**src/rtl/vid_out_pkg.sv**
```systemverilog
package vid_out_pkg;
  localparam int NUM_FLAGS = 6;
  // flag slots match the polarity bits of the control byte
  localparam int FLD_IDX = 5;
  localparam int BLK_IDX = 4;
  localparam int HS_IDX  = 3;
  localparam int VS_IDX  = 2;
  localparam int DV_IDX  = 1;
  localparam int VBI_IDX = 0;
  localparam int PIX_OE_BIT = 7;
  localparam int TIM_OE_BIT = 6;

  typedef struct packed {
    logic capture;   // load new flag values this clock
    logic idleValid; // drive pixel-valid to its inactive level
  } pathStrb_t;
endpackage

```
**src/rtl/vid_freeze_ctrl.sv**
```systemverilog
module vid_freeze_ctrl
  import vid_out_pkg::*;
(
  input  logic      clk,
  input  logic      rstN,
  input  logic      freezeReq,
  input  logic      fieldIn,
  output pathStrb_t strb
);
  logic fieldPrev;
  logic frozen;
  logic fieldEdge;
  logic frozenNext;

  assign fieldEdge  = fieldIn ^ fieldPrev;
  assign frozenNext = frozen ? !(fieldEdge && !freezeReq)
                             : (fieldEdge && freezeReq);

  always_ff @(posedge clk or negedge rstN) begin
    if (!rstN) begin
      fieldPrev <= 1'b0;
      frozen    <= 1'b0;
    end else begin
      fieldPrev <= fieldIn;
      frozen    <= frozenNext;
    end
  end

  always_comb begin
    strb.capture   = !frozenNext;
    strb.idleValid = frozenNext;
  end


  no_early_freeze_chk: assert property (@(posedge clk) disable iff (!rstN)
    (!frozen && !fieldEdge) |=> !frozen);

  hold_to_boundary_chk: assert property (@(posedge clk) disable iff (!rstN)
    (frozen && !fieldEdge) |=> frozen);

  enter_on_boundary_chk: assert property (@(posedge clk) disable iff (!rstN)
    (fieldEdge && freezeReq) |=> frozen);
endmodule

```
**src/rtl/vid_out_path.sv**
```systemverilog
module vid_out_path
  import vid_out_pkg::*;
#(
  parameter int PIX_W = 16
) (
  input  logic                 clk,
  input  logic                 rstN,
  input  pathStrb_t            strb,
  input  logic [7:0]           ctrlByte,
  input  logic [NUM_FLAGS-1:0] flagsIn,
  input  logic                 irqIn,
  input  logic [PIX_W-1:0]     pixIn,
  output logic [NUM_FLAGS-1:0] flagsQ,
  output logic                 irqQ,
  output logic [PIX_W-1:0]     pixQ,
  output logic                 pixOeQ,
  output logic                 timOeQ
);
  logic [NUM_FLAGS-1:0] polBits;
  assign polBits = ctrlByte[NUM_FLAGS-1:0];

  for (genvar i = 0; i < NUM_FLAGS; i++) begin : g_flag
    if (i == DV_IDX) begin : g_valid
      always_ff @(posedge clk or negedge rstN) begin
        if (!rstN)               flagsQ[i] <= 1'b1;
        else if (strb.capture)   flagsQ[i] <= flagsIn[i] ^ ~polBits[i];
        else if (strb.idleValid) flagsQ[i] <= ~polBits[i];
      end

      idle_valid_chk: assert property (@(posedge clk) disable iff (!rstN)
        strb.idleValid |=> (flagsQ[i] == !$past(polBits[i])));
    end else begin : g_timing
      always_ff @(posedge clk or negedge rstN) begin
        if (!rstN)             flagsQ[i] <= 1'b1;
        else if (strb.capture) flagsQ[i] <= flagsIn[i] ^ ~polBits[i];
      end

      held_flag_chk: assert property (@(posedge clk) disable iff (!rstN)
        !strb.capture |=> $stable(flagsQ[i]));
    end
  end

  always_ff @(posedge clk or negedge rstN) begin
    if (!rstN) begin
      irqQ   <= 1'b0;
      pixQ   <= '0;
      pixOeQ <= 1'b0;
      timOeQ <= 1'b0;
    end else begin
      irqQ   <= irqIn;
      pixQ   <= pixIn;
      pixOeQ <= ctrlByte[PIX_OE_BIT];
      timOeQ <= ctrlByte[TIM_OE_BIT];
    end
  end
endmodule

```
**src/rtl/vid_out_cond.sv**
```systemverilog
module vid_out_cond
  import vid_out_pkg::*;
#(
  parameter int PIX_W = 16
) (
  input  logic             clk,
  input  logic             rstN,
  input  logic [7:0]       ctrlByte,
  input  logic             freezeReq,
  input  logic             hsIn,
  input  logic             vsIn,
  input  logic             blankIn,
  input  logic             fieldIn,
  input  logic             pixValidIn,
  input  logic             vbiValidIn,
  input  logic             irqIn,
  input  logic [PIX_W-1:0] pixIn,
  output logic [PIX_W-1:0] pixOut,
  output logic             pixOe,
  output logic             hsOut,
  output logic             vsOut,
  output logic             blankOut,
  output logic             fieldOut,
  output logic             pixValidOut,
  output logic             vbiValidOut,
  output logic             irqOut,
  output logic             timingOe
);
  pathStrb_t            strb;
  logic [NUM_FLAGS-1:0] flagsIn;
  logic [NUM_FLAGS-1:0] flagsQ;

  always_comb begin
    flagsIn          = '0;
    flagsIn[FLD_IDX] = fieldIn;
    flagsIn[BLK_IDX] = blankIn;
    flagsIn[HS_IDX]  = hsIn;
    flagsIn[VS_IDX]  = vsIn;
    flagsIn[DV_IDX]  = pixValidIn;
    flagsIn[VBI_IDX] = vbiValidIn;
  end

  vid_freeze_ctrl ctrl_i (
    .clk       (clk),
    .rstN      (rstN),
    .freezeReq (freezeReq),
    .fieldIn   (fieldIn),
    .strb      (strb)
  );

  vid_out_path #(.PIX_W(PIX_W)) path_i (
    .clk      (clk),
    .rstN     (rstN),
    .strb     (strb),
    .ctrlByte (ctrlByte),
    .flagsIn  (flagsIn),
    .irqIn    (irqIn),
    .pixIn    (pixIn),
    .flagsQ   (flagsQ),
    .irqQ     (irqOut),
    .pixQ     (pixOut),
    .pixOeQ   (pixOe),
    .timOeQ   (timingOe)
  );

  assign fieldOut    = flagsQ[FLD_IDX];
  assign blankOut    = flagsQ[BLK_IDX];
  assign hsOut       = flagsQ[HS_IDX];
  assign vsOut       = flagsQ[VS_IDX];
  assign pixValidOut = flagsQ[DV_IDX];
  assign vbiValidOut = flagsQ[VBI_IDX];


  reset_idle_chk: assert property (@(posedge clk)
    !rstN |-> (!pixOe && !timingOe && !irqOut));
endmodule

```
**config.mk**
```make
export PLATFORM = sky130hd
export DESIGN_NAME = vid_out_cond
export DESIGN_NICKNAME = d
export VERILOG_FILES = /design/src/rtl/vid_out_pkg.sv /design/src/rtl/vid_freeze_ctrl.sv /design/src/rtl/vid_out_path.sv /design/src/rtl/vid_out_cond.sv
export SDC_FILE = /design/constraint.sdc
export NUM_CORES = 1
export LEC_CHECK = 0
export BUFFER_PORTS_ARGS = -buffer_cell sky130_fd_sc_hd__buf_2
export CAP_MARGIN = 20
export CORE_ASPECT_RATIO = 1.5
export CORE_UTILIZATION = 35
export DETAILED_ROUTE_END_ITERATION = 10
export PLACE_DENSITY_LB_ADDON = 0.12
export SYNTH_ARGS = -nofsm -noshare
export SYNTH_HDL_FRONTEND = slang
export SYNTH_HIERARCHICAL = 1
export SYNTH_SLANG_ARGS = --single-unit
```
**constraint.sdc**
```tcl
create_clock -name clk -period 4.75 [get_ports clk]
set_clock_uncertainty 0.05 [all_clocks]
set_input_delay 0.2375 -clock clk [delete_from_list [all_inputs] [get_ports clk]]
set_output_delay 0.2375 -clock clk [all_outputs]
set_load 0.02 [all_outputs]
```
==> results.sh <==
export IMPL_outcome="finished clean"
export IMPL_netlist_top_cells_count="21 x dfrtp_1, 6 x dfstp_2, 6 x xnor2_1, 5 x mux2_4, 2 x nor2b_1"
export IMPL_routed_wl_mm=1.840
export IMPL_cts_tree="built"
export IMPL_clk_pin_slew_ps=130
export IMPL_pin_count=59
export IMPL_finalSetupTns_ps=0
export IMPL_cp_arrival_ps=2060
export IMPL_fp_dieW_um=42.99
export IMPL_synth_ff_type="dfrtp_1"
export IMPL_finalHoldViolations=0
export IMPL_syn_nets=81
export IMPL_min_path_type="input pin to flip-flop"
export IMPL_n_fill_cell=185
export IMPL_coreArea_mm2=0.002312
export IMPL_setup_violations=0
export IMPL_grt_pass1_wl_mm=3.105
export IMPL_min_period_ps=1853
export IMPL_area_growth_pct=59.86
export IMPL_cts_buffer_depth=2
export IMPL_rsz0062_at_grt="false"
export IMPL_finalNetCount=162
export IMPL_gp_congestion=0.6508
export IMPL_cts_root_buf="clkbuf_4"
export IMPL_synth_async_reset_ratio=1.000
export IMPL_seqCellArea_um2=683.2
export IMPL_required_ps=4950
export IMPL_vias=658
export IMPL_clk_latency_ps=310
export IMPL_worst_pin_slew_ps=842.9
export IMPL_total_power_mw=0.4795
export IMPL_ir_drop_mv=0.1954
export IMPL_hold_depth=1
export IMPL_yosysTopAreaCellShare=0.5957
export IMPL_seq_power_share=0.562
export IMPL_switching_share=0.2681
export IMPL_p_leak_nw=0.7118
export IMPL_ctsHoldBuffers=20
export IMPL_cp_max_fo=7
export IMPL_drive_above_1_share=0.5748
export IMPL_comb_power_share=0.242
export IMPL_max_slew_margin=0.4220
export IMPL_synth_area_um2=882.1
export IMPL_port_buffers=58
export IMPL_p_switching_mw=0.1286
export IMPL_cts_sinks=27
export IMPL_drcViolationCount=0
export IMPL_n_antenna_cell=0
export IMPL_cts_resized=0
export IMPL_endpoint_kind="flip-flop"
export IMPL_cap_violations=0
export IMPL_dr_pass1_iters=1
export IMPL_synth_area_leader_cell="dfrtp_1"
export IMPL_initial_core_util=0.3815
export IMPL_numCtsBuffers=3
export IMPL_htree_levels=1
export IMPL_yosysUniqueCellTypes=12
export IMPL_synthTopCellsByArea="dfrtp_1 60%, dfstp_2 18%, mux2_4 8.5%"
export IMPL_synth_seq_cells=27
export IMPL_p_per_area_mw_per_mm2=340.0
export IMPL_via_per_inst=4.387
export IMPL_seq_area_frac_synth=0.7745
export IMPL_die_area_mm2=0.002729
export IMPL_pwr_share_clk=0.196
export IMPL_gr_total_overflow=0
export IMPL_grt_pass1_vias=723
export IMPL_wire_per_inst_um=12.27
export IMPL_synthCells=47
export IMPL_ys_warn_count=6
export IMPL_critPathKind="flip-flop to flip-flop"
export IMPL_min_period_over_period=0.3901
export IMPL_post_cts_setup_buffer_count=0
export IMPL_post_synth_top_count_cell="dfrtp_1"
export IMPL_std_cell_rows=21
export IMPL_dpl_hpwl_mm=1.164
export IMPL_syn_area_per_cell_um2=18.77
export IMPL_intPower_mw=0.3509
export IMPL_multi_input_area_um2=180.2
export IMPL_dieHeight_um=63.49
export IMPL_ant_nets=0
export IMPL_track_usage=0.1554
export IMPL_fmax_mhz=539.7
export IMPL_timing_final_max_slew_violations=0
export IMPL_synth_edf_count=0
export IMPL_drtIter0Drc=0
export IMPL_grt_max_degree=28
export IMPL_antenna_found_initial=0
export IMPL_cp_start_kind="flip-flop"
export IMPL_r2r_cells=3
==> layout make-up <==
class	instances	area share
clock buffers	3	0.01597
clock inverters	1	0.003549
multi-input cells	18	0.1278
flip-flops and latches	27	0.4845
well taps	23	0.02041
repair buffers	78	0.3478
==> layout by cell type, fill, tap and decap left out <==
master | netlist | layout
clkinv_2 | 0 | 1
dlygate4sd3_1 | 0 | 20
buf_2 | 0 | 58
dfrtp_1 | 21 | 21
clkbuf_4 | 0 | 3
xnor2_1 | 6 | 6
mux2_1 | 1 | 1
xor2_1 | 1 | 1
a21oi_1 | 1 | 1
nor3_1 | 1 | 1
dfstp_2 | 6 | 6
nor2b_1 | 2 | 2
mux2i_1 | 1 | 1
mux2_4 | 5 | 5
==> per-stage QoR <==
| stage | utilization | hold slack, ps | instances | setup WS [ps] | area (um^2) |
|---|---|---|---|---|---|
| final | 0.6098 | 19.63 | 150 | 2897 | 1410 |
| after CTS | 0.6098 | 6.678 | 150 | 2869 | 1410 |
| after global placement | 0.5114 | 214.2 | 126 | 2936 | 1182 |
| after global routing | 0.6098 | 3.532 | 150 | 2705 | 1410 |
| after floorplan | - | -108.1 | 47 | 3236 | 882.1 |
| after detailed placement | 0.5114 | 216.5 | 126 | 2878 | 1182 |
==> power groups by stage <==
| stage | sequential (mW) | combinational, mW | clock [mW] |
|---|---|---|---|
| floorplan | 0.303 | 0.0371 | 0 |
| global placement | 0.274 | 0.103 | 0 |
| detailed placement | 0.274 | 0.104 | 0 |
| CTS | 0.270 | 0.117 | 0.0998 |
| global route | 0.273 | 0.125 | 0.110 |
| finish | 0.269 | 0.116 | 0.0940 |
==> flip-flops by register name, summed over array words and instances, names as in the netlist <==
signal            count
ctrl_i/fieldPrev      1
ctrl_i/frozen         1
path_i/flagsQ         6
path_i/irqQ           1
path_i/pixOeQ         1
path_i/pixQ          16
path_i/timOeQ         1
==> cells by family (layout without fill, tap and decap cells) <==
logic type / count (synthesis) / in the layout / synth area share
AO/OA/AOI/OAI: 1 / 1 / 0.005668
XOR/XNOR: 7 / 7 / 0.06950
buffers and inverters: 2 / 82 / 0.02128
flip-flops: 27 / 27 / 0.7745
multiplexers: 7 / 7 / 0.1092
AND/OR/NAND/NOR: 3 / 3 / 0.01985
==> critical path: stages (launching register included) <==
cell	delay [ps]
dfrtp_1	390
xnor2_1	250
mux2i_1	750
mux2_4	350
==> metal layers <==
| metal | share of wire | routed length [um] | vias to the layer above | track usage |
|---|---|---|---|---|
| met2 | 0.47 | 857 | 46 | 0.2443 |
| met5 | 0 | 0 | - | 0 |
| met3 | 0.095 | 174 | 4 | 0.04585 |
| met1 | 0.42 | 771 | 301 | 0.1908 |
| li1 | - | - | 307 | - |
| met4 | 0.020 | 36 | 0 | 0.07955 |
==> worst paths after layout <==
check,slack [ps],from,end
setup / recovery,2900,ctrl_i/fieldPrev,path_i/flagsQ[2]
hold / removal,20,fieldIn,ctrl_i/fieldPrev
setup reg to reg,2900,ctrl_i/fieldPrev,path_i/flagsQ[2]
hold reg to reg,510,ctrl_i/frozen,ctrl_i/frozen
max in group asynchronous,3890,rstN,path_i/flagsQ[5]
min in group asynchronous,380,rstN,path_i/pixQ[1]
(Power assumes the default switching activity.)
